## config.mk

```make
export PLATFORM = sky130hd
export DESIGN_NAME = scsi_phase_mon
export DESIGN_NICKNAME = d
export VERILOG_FILES = /design/src/rtl/scsi_phase_mon_pkg.sv /design/src/rtl/pmon_window.sv /design/src/rtl/pmon_irq.sv /design/src/rtl/scsi_phase_mon.sv
export SDC_FILE = /design/constraint.sdc
export NUM_CORES = 1
export LEC_CHECK = 0
export BUFFER_PORTS_ARGS = -buffer_cell sky130_fd_sc_hd__buf_4
export CAP_MARGIN = 20
export CORE_ASPECT_RATIO = 1.2
export CORE_MARGIN = 2
export CORE_UTILIZATION = 49
export DETAILED_ROUTE_END_ITERATION = 8
export GPL_ROUTABILITY_DRIVEN = 1
export PLACE_DENSITY = 0.72
export SYNTH_ARGS = -nofsm -noshare
export SYNTH_HDL_FRONTEND = slang
export SYNTH_SLANG_ARGS = --single-unit
export TNS_END_PERCENT = 100
```

## constraint.sdc

```tcl
create_clock -name clk_i -period 1.6 [get_ports clk_i]
set_input_delay 0 -clock clk_i [delete_from_list [all_inputs] [get_ports clk_i]]
set_output_delay 0 -clock clk_i [all_outputs]
set_load 0.005 [all_outputs]
```

## src/rtl/scsi_phase_mon_pkg.sv

```systemverilog
package scsi_phase_mon_pkg;
  typedef enum logic [1:0] {
    ST_IDLE = 2'd0,
    ST_PH   = 2'd1,
    ST_BSY  = 2'd2,
    ST_REQ  = 2'd3
  } mon_state_e;

  localparam int unsigned CAUSE_W   = 3;
  localparam int unsigned CAUSE_SVC = 0;
  localparam int unsigned CAUSE_DSC = 1;
  localparam int unsigned CAUSE_OVF = 2;
  localparam int unsigned GATE_BIT  = 3;
endpackage

```

## src/rtl/pmon_window.sv

```systemverilog
module pmon_window #(
  parameter int unsigned LEN = 12
) (
  input  logic clk_i,
  input  logic rst_ni,
  input  logic start_i,
  input  logic run_i,
  output logic last_o
);
  localparam int unsigned CNT_W = (LEN > 1) ? $clog2(LEN) : 1;
  localparam logic [CNT_W-1:0] LAST = CNT_W'(LEN - 1);

  logic [CNT_W-1:0] cnt_q;

  always_ff @(posedge clk_i or negedge rst_ni) begin
    if (!rst_ni)       cnt_q <= '0;
    else if (start_i)  cnt_q <= '0;
    else if (run_i && cnt_q != LAST) cnt_q <= cnt_q + 1'b1;
  end

  assign last_o = run_i && (cnt_q == LAST);

  assert_win_len_R2: assert property (@(posedge clk_i) disable iff (!rst_ni)
    start_i |=> !last_o || (LEN == 1));
endmodule

```

## src/rtl/pmon_irq.sv

```systemverilog
module pmon_irq
  import scsi_phase_mon_pkg::*;
(
  input  logic               clk_i,
  input  logic               rst_ni,
  input  logic               raise_i,
  input  logic [CAUSE_W-1:0] raise_cause_i,
  input  logic [2:0]         phase_i,
  input  logic               aux_rd_i,
  input  logic               irq_rd_i,
  input  logic               disc_cmd_i,
  output logic               irq_o,
  output logic               held_o,
  output logic [2:0]         aux_phase_o,
  output logic [CAUSE_W-1:0] cause_o
);
  logic irq_q, held_q, aux_seen_q, irq_seen_q;
  logic [2:0] aux_q;
  logic [CAUSE_W-1:0] cause_q;
  logic aux_seen_d, irq_seen_d;

  assign aux_seen_d = aux_seen_q | aux_rd_i;
  assign irq_seen_d = irq_seen_q | irq_rd_i;

  always_ff @(posedge clk_i or negedge rst_ni) begin
    if (!rst_ni) begin
      irq_q      <= 1'b0;
      held_q     <= 1'b0;
      aux_seen_q <= 1'b0;
      irq_seen_q <= 1'b0;
      cause_q    <= '0;
    end else if (disc_cmd_i) begin
      irq_q      <= 1'b0;
      held_q     <= 1'b0;
      aux_seen_q <= 1'b0;
      irq_seen_q <= 1'b0;
    end else if (raise_i && !held_q) begin
      irq_q      <= 1'b1;
      held_q     <= 1'b1;
      aux_seen_q <= 1'b0;
      irq_seen_q <= 1'b0;
      cause_q    <= raise_cause_i;
    end else begin
      if (irq_rd_i) irq_q <= 1'b0;
      if (held_q && aux_seen_d && irq_seen_d) begin
        held_q     <= 1'b0;
        aux_seen_q <= 1'b0;
        irq_seen_q <= 1'b0;
      end else if (held_q) begin
        aux_seen_q <= aux_seen_d;
        irq_seen_q <= irq_seen_d;
      end
    end
  end

  // phase copied only at interrupt time
  always_ff @(posedge clk_i or negedge rst_ni) begin
    if (!rst_ni)                                aux_q <= '0;
    else if ((raise_i && !held_q) || irq_q)     aux_q <= phase_i;
  end

  assign irq_o       = irq_q;
  assign held_o      = held_q;
  assign aux_phase_o = aux_q;
  assign cause_o     = cause_q;

  assert_aux_hold_R7: assert property (@(posedge clk_i) disable iff (!rst_ni)
    !irq_o |=> (irq_o || $stable(aux_phase_o)));
  assert_no_raise_held_R8: assert property (@(posedge clk_i) disable iff (!rst_ni)
    held_q |-> !raise_i);
  assert_disc_clear_R10: assert property (@(posedge clk_i) disable iff (!rst_ni)
    disc_cmd_i |=> (!irq_o && !held_o));
  assert_rd_clear_R11: assert property (@(posedge clk_i) disable iff (!rst_ni)
    (irq_rd_i && !disc_cmd_i) |=> !irq_o);
endmodule

```

## src/rtl/scsi_phase_mon.sv

```systemverilog
module scsi_phase_mon
  import scsi_phase_mon_pkg::*;
#(
  parameter int unsigned PH_QUAL  = 12,
  parameter int unsigned BSY_QUAL = 12
) (
  input  logic               clk_i,
  input  logic               rst_ni,
  input  logic [2:0]         phase_i,
  input  logic               bsy_i,
  input  logic               req_i,
  input  logic               cnt_zero_i,
  input  logic               ctrl_we_i,
  input  logic [7:0]         ctrl_wdata_i,
  input  logic               aux_rd_i,
  input  logic               irq_rd_i,
  input  logic               disc_cmd_i,
  output logic               irq_o,
  output logic [2:0]         aux_phase_o,
  output logic [CAUSE_W-1:0] cause_o
);
  mon_state_e state_q, state_d;
  logic [2:0] ref_q, cand_q;
  logic gate_q, req_q, bsy_low_q, held;
  logic ph_last, bsy_last, ph_start, bsy_start, ph_match;
  logic raise;
  logic [CAUSE_W-1:0] raise_cause;

  always_ff @(posedge clk_i or negedge rst_ni) begin
    if (!rst_ni)        gate_q <= 1'b0;
    else if (ctrl_we_i) gate_q <= ctrl_wdata_i[GATE_BIT];
  end

  assign ph_match  = (phase_i == cand_q);
  assign ph_start  = (state_q == ST_IDLE) && (state_d == ST_PH);
  assign bsy_start = (state_q == ST_PH) && (state_d == ST_BSY);

  pmon_window #(.LEN(PH_QUAL)) u_ph_win (
    .clk_i  (clk_i),
    .rst_ni (rst_ni),
    .start_i(ph_start),
    .run_i  ((state_q == ST_PH) && ph_match),
    .last_o (ph_last)
  );

  pmon_window #(.LEN(BSY_QUAL)) u_bsy_win (
    .clk_i  (clk_i),
    .rst_ni (rst_ni),
    .start_i(bsy_start),
    .run_i  (state_q == ST_BSY),
    .last_o (bsy_last)
  );

  always_comb begin
    state_d     = state_q;
    raise       = 1'b0;
    raise_cause = '0;
    unique case (state_q)
      ST_IDLE: begin
        if (!held && phase_i != ref_q) begin
          state_d = ST_PH;
        end else if (!held && cnt_zero_i && req_i && !req_q) begin
          raise                  = 1'b1;
          raise_cause[CAUSE_OVF] = 1'b1;
        end
      end
      ST_PH: begin
        if (!ph_match)    state_d = ST_IDLE;
        else if (ph_last) state_d = ST_BSY;
      end
      ST_BSY: begin
        if (bsy_last) begin
          if (bsy_low_q || !bsy_i) begin
            state_d                = ST_IDLE;
            raise                  = 1'b1;
            raise_cause[CAUSE_DSC] = 1'b1;
          end else if (gate_q && !req_i) begin
            state_d = ST_REQ;
          end else begin
            state_d                = ST_IDLE;
            raise                  = 1'b1;
            raise_cause[CAUSE_SVC] = 1'b1;
          end
        end
      end
      ST_REQ: begin
        if (!bsy_i) begin
          state_d                = ST_IDLE;
          raise                  = 1'b1;
          raise_cause[CAUSE_DSC] = 1'b1;
        end else if (req_i) begin
          state_d                = ST_IDLE;
          raise                  = 1'b1;
          raise_cause[CAUSE_SVC] = 1'b1;
        end
      end
      default: state_d = ST_IDLE;
    endcase
  end

  always_ff @(posedge clk_i or negedge rst_ni) begin
    if (!rst_ni) begin
      state_q   <= ST_IDLE;
      ref_q     <= '0;
      cand_q    <= '0;
      req_q     <= 1'b0;
      bsy_low_q <= 1'b0;
    end else begin
      state_q <= state_d;
      req_q   <= req_i;
      if (ph_start)  cand_q <= phase_i;
      if (bsy_start) begin
        ref_q     <= cand_q;
        bsy_low_q <= 1'b0;
      end else if (state_q == ST_BSY && !bsy_i) begin
        bsy_low_q <= 1'b1;
      end
    end
  end

  pmon_irq u_irq (
    .clk_i        (clk_i),
    .rst_ni       (rst_ni),
    .raise_i      (raise),
    .raise_cause_i(raise_cause),
    .phase_i      (phase_i),
    .aux_rd_i     (aux_rd_i),
    .irq_rd_i     (irq_rd_i),
    .disc_cmd_i   (disc_cmd_i),
    .irq_o        (irq_o),
    .held_o       (held),
    .aux_phase_o  (aux_phase_o),
    .cause_o      (cause_o)
  );

  assert_abort_R4: assert property (@(posedge clk_i) disable iff (!rst_ni)
    (state_q == ST_PH && !ph_match) |=> (state_q == ST_IDLE && $stable(ref_q)));
  assert_ref_take_R2: assert property (@(posedge clk_i) disable iff (!rst_ni)
    (state_q == ST_PH && ph_last) |=> (ref_q == $past(phase_i)));
  assert_gate_req_R6: assert property (@(posedge clk_i) disable iff (!rst_ni)
    (raise && raise_cause[CAUSE_SVC] && gate_q) |-> req_i);
  assert_one_cause_R3: assert property (@(posedge clk_i) disable iff (!rst_ni)
    raise |-> $onehot(raise_cause));
  assert_svc_bsy_R5: assert property (@(posedge clk_i) disable iff (!rst_ni)
    (raise && raise_cause[CAUSE_SVC]) |-> bsy_i);
endmodule

```

==> out/qor.yml <==
status: "finished, violations left"
violations: "setup timing"
antenna_cells: 0
synth_cell_types: 43
ir_drop_v: 0.000951
clock_skew_ps: 5.59
setup_violations: 5
p_leak_nw: 0.946
antenna_found_initial: 0
max_stage_delay_ps: 390
startpoint_type: "flop"
yosysTopAreaCell: "dfrtp_1"
clk_transition_reported_paths_ps: 90
dp_cells: 195
finalNetCount: 204
required_ps: 1830
use_met2_pct: 36.4
first_global_vias: 1247
cts.sinks: 29
cts_buffers: 5
ys_seq_area_share_pct: 49.1
die_w_um: 54.1
clock_latency_ps: 340
dieArea_mm2: 0.00347
dp_worst_setup_slack_ps: -112
final-hold-violation-count: 0
synthCells: 127
grt_max_degree: 30
cp_cell_sequence: "ha_2 -> and3b_2 -> o311ai_4 -> o211ai_4 -> a21oi_4 -> mux2_4"
synth.top_cell.area_share_pct: 49.1
viasPerCell: 5.14
synth_seq_cells: 29
totalPowerFinal_mw: 2.04
postRouteAntennaNets: 0
relSlewSlack_pct: 75.8
powerDensity_mw_per_mm2: 1030
drtPass1Iterations: 5
ys_warn_count: 0
cts_tree: "yes"
fmax_ghz: 0.591
path_class: "flop to flop"
met1_usage_pct: 25.7
final_cells: 217
critical_path_arrival_ps: 1930
setup_tns_ps: -325
clk_path_buf_depth: 2
maxCapViolCount: 0
critPathSlowestCell: "dfrtp_1"
htree_levels: 2
port-buffer-count: 19
wl_per_cell_um: 14.1
wl_um: 3060
avgSynthCellArea_um2: 11.6
synth-edff-count: 0
track_usage_pct: 21.7
rows: 21
syn_nets: 149
cp-end-kind: "flop"
drive_above_1_share_pct: 39.3
grt_pass1_wl_um: 5420
core_mm2: 0.00284
yosys_most_used_dff: "dfrtp_1"
drc: 0
vias: 1116
initial_core_util_pct: 52.1
final_area_mm2: 0.00199
grt_util_met3_pct: 6.31
io_pins: 27
async_reset_ff_share_pct: 100
maxSlewViolCount: 0
tightest_slew_ps: 362
drt_iter0_markers: 27
dieHeight_um: 64.2
mostFrequentLayoutCells: "40 x buf_4, 28 x dfrtp_1, 13 x nor2_1"
final_common_cell: "buf_4"
root_buffer: "clkbuf_4"
place_congestion: 0.750
hp-class: "input pin to async pin"
synth_area_leaders: "dfrtp_1 49%, mux2_4 6.1%, xnor2_1 3.6%"
busiest_layer: "met2"
finish.utilization_pct: 70.1
syn2layout_area_growth_pct: 34.7
fin_ws_ps: -91.5
layout_min_cycle_time_ps: 1690
crit_path_max_fanout: 4
gr-total-overflow: 0
dp.final_hpwl_um: 2180
min_period_over_period_pct: 106
place_area_mm2: 0.00178
rsz0062_at_grt: "true"
netlist_area_mm2: 0.00148
hold_slack_ps: 103
==> worst max-delay path, delay by kind of cell (launching register included) <==
family	cells	cell delay [ps]
fa+ha+maj	1	190
simple gates	1	230
flops	1	390
mux	1	310
compound gates	3	460
==> power breakdown <==
part | switching [mW] | internal, mW | leakage, nW | total, mW
combinational | 0.238 | 0.354 | 0.543 | 0.592
clock | 0.266 | 0.254 | 0.0413 | 0.520
sequential | 0.0895 | 0.840 | 0.362 | 0.929
total | 0.593 | 1.45 | 0.946 | 2.04
==> cells in the mapped netlist, drive strengths merged, types with 3 or more instances <==
library cell,number
a21oi,6
dfrtp,29
inv,4
mux2,9
nand2,10
nand3,4
nor2,13
o21ai,3
xnor2,6
xor2,5
==> layout make-up <==
class,count,area (um2)
clock inverters,1,5.00
clock buffers,7,65.1
repair buffers,51,410
well taps,34,42.5
inverters,4,15.0
fillers,211,847
multi-input cells,91,726
flip-flops and latches,29,727
==> sequential cells by signal, indices dropped and copies added (netlist names) <==
signal	flops
bsy_low_q	1
u_ph_win.cnt_q	4
cand_q	3
ref_q	3
u_irq.irq_o	1
u_irq.irq_seen_q	1
u_bsy_win.cnt_q	4
gate_q	1
u_irq.aux_seen_q	1
u_irq.aux_phase_o	3
u_irq.cause_o	3
req_q	1
u_irq.held_o	1
state_q	2
==> cells by family after synthesis <==
kind of cell / Yosys count / synth area share (%)
xor gates and xnor gates: 11 / 6.52
muxes: 11 / 9.74
adders and majority gates: 2 / 1.69
AOI/OAI and AO/OA: 24 / 14.1
and+or+nand+nor: 43 / 16.3
buffers and inverters: 7 / 2.45
DFF: 29 / 49.1
==> final timing paths <==
check | endpoint | cells after the start | start | slack, ps
worst max-delay path | u_irq.aux_phase_o[0] | 6 | u_bsy_win.cnt_q[1] | -90
worst min-delay path | u_bsy_win.cnt_q[2] | 2 | rst_ni | 100
worst max register to register | u_irq.aux_phase_o[0] | 6 | u_bsy_win.cnt_q[1] | -90
worst min register to register | u_irq.cause_o[0] | 1 | u_irq.cause_o[0] | 500
max in group asynchronous | state_q[0] | 2 | rst_ni | 1200
min in group clk_i | u_irq.cause_o[2] | 5 | cnt_zero_i | 250
==> routing by layer <==
layer	vias up	part of all wire (%)
li1	565	-
met1	530	44
met2	18	51
met3	3	3.7
met4	0	1.4
met5	-	0
==> what timing repair did <==
item	4_1_cts	5_1_grt
gates cloned	0	0
pin swaps	2	0
setup endpoints to repair	10	13
resized for setup	1	2
endpoints found under the hold margin	42	0
setup buffers	1	2
hold buffers	11	0
(Power assumes the default switching activity.)
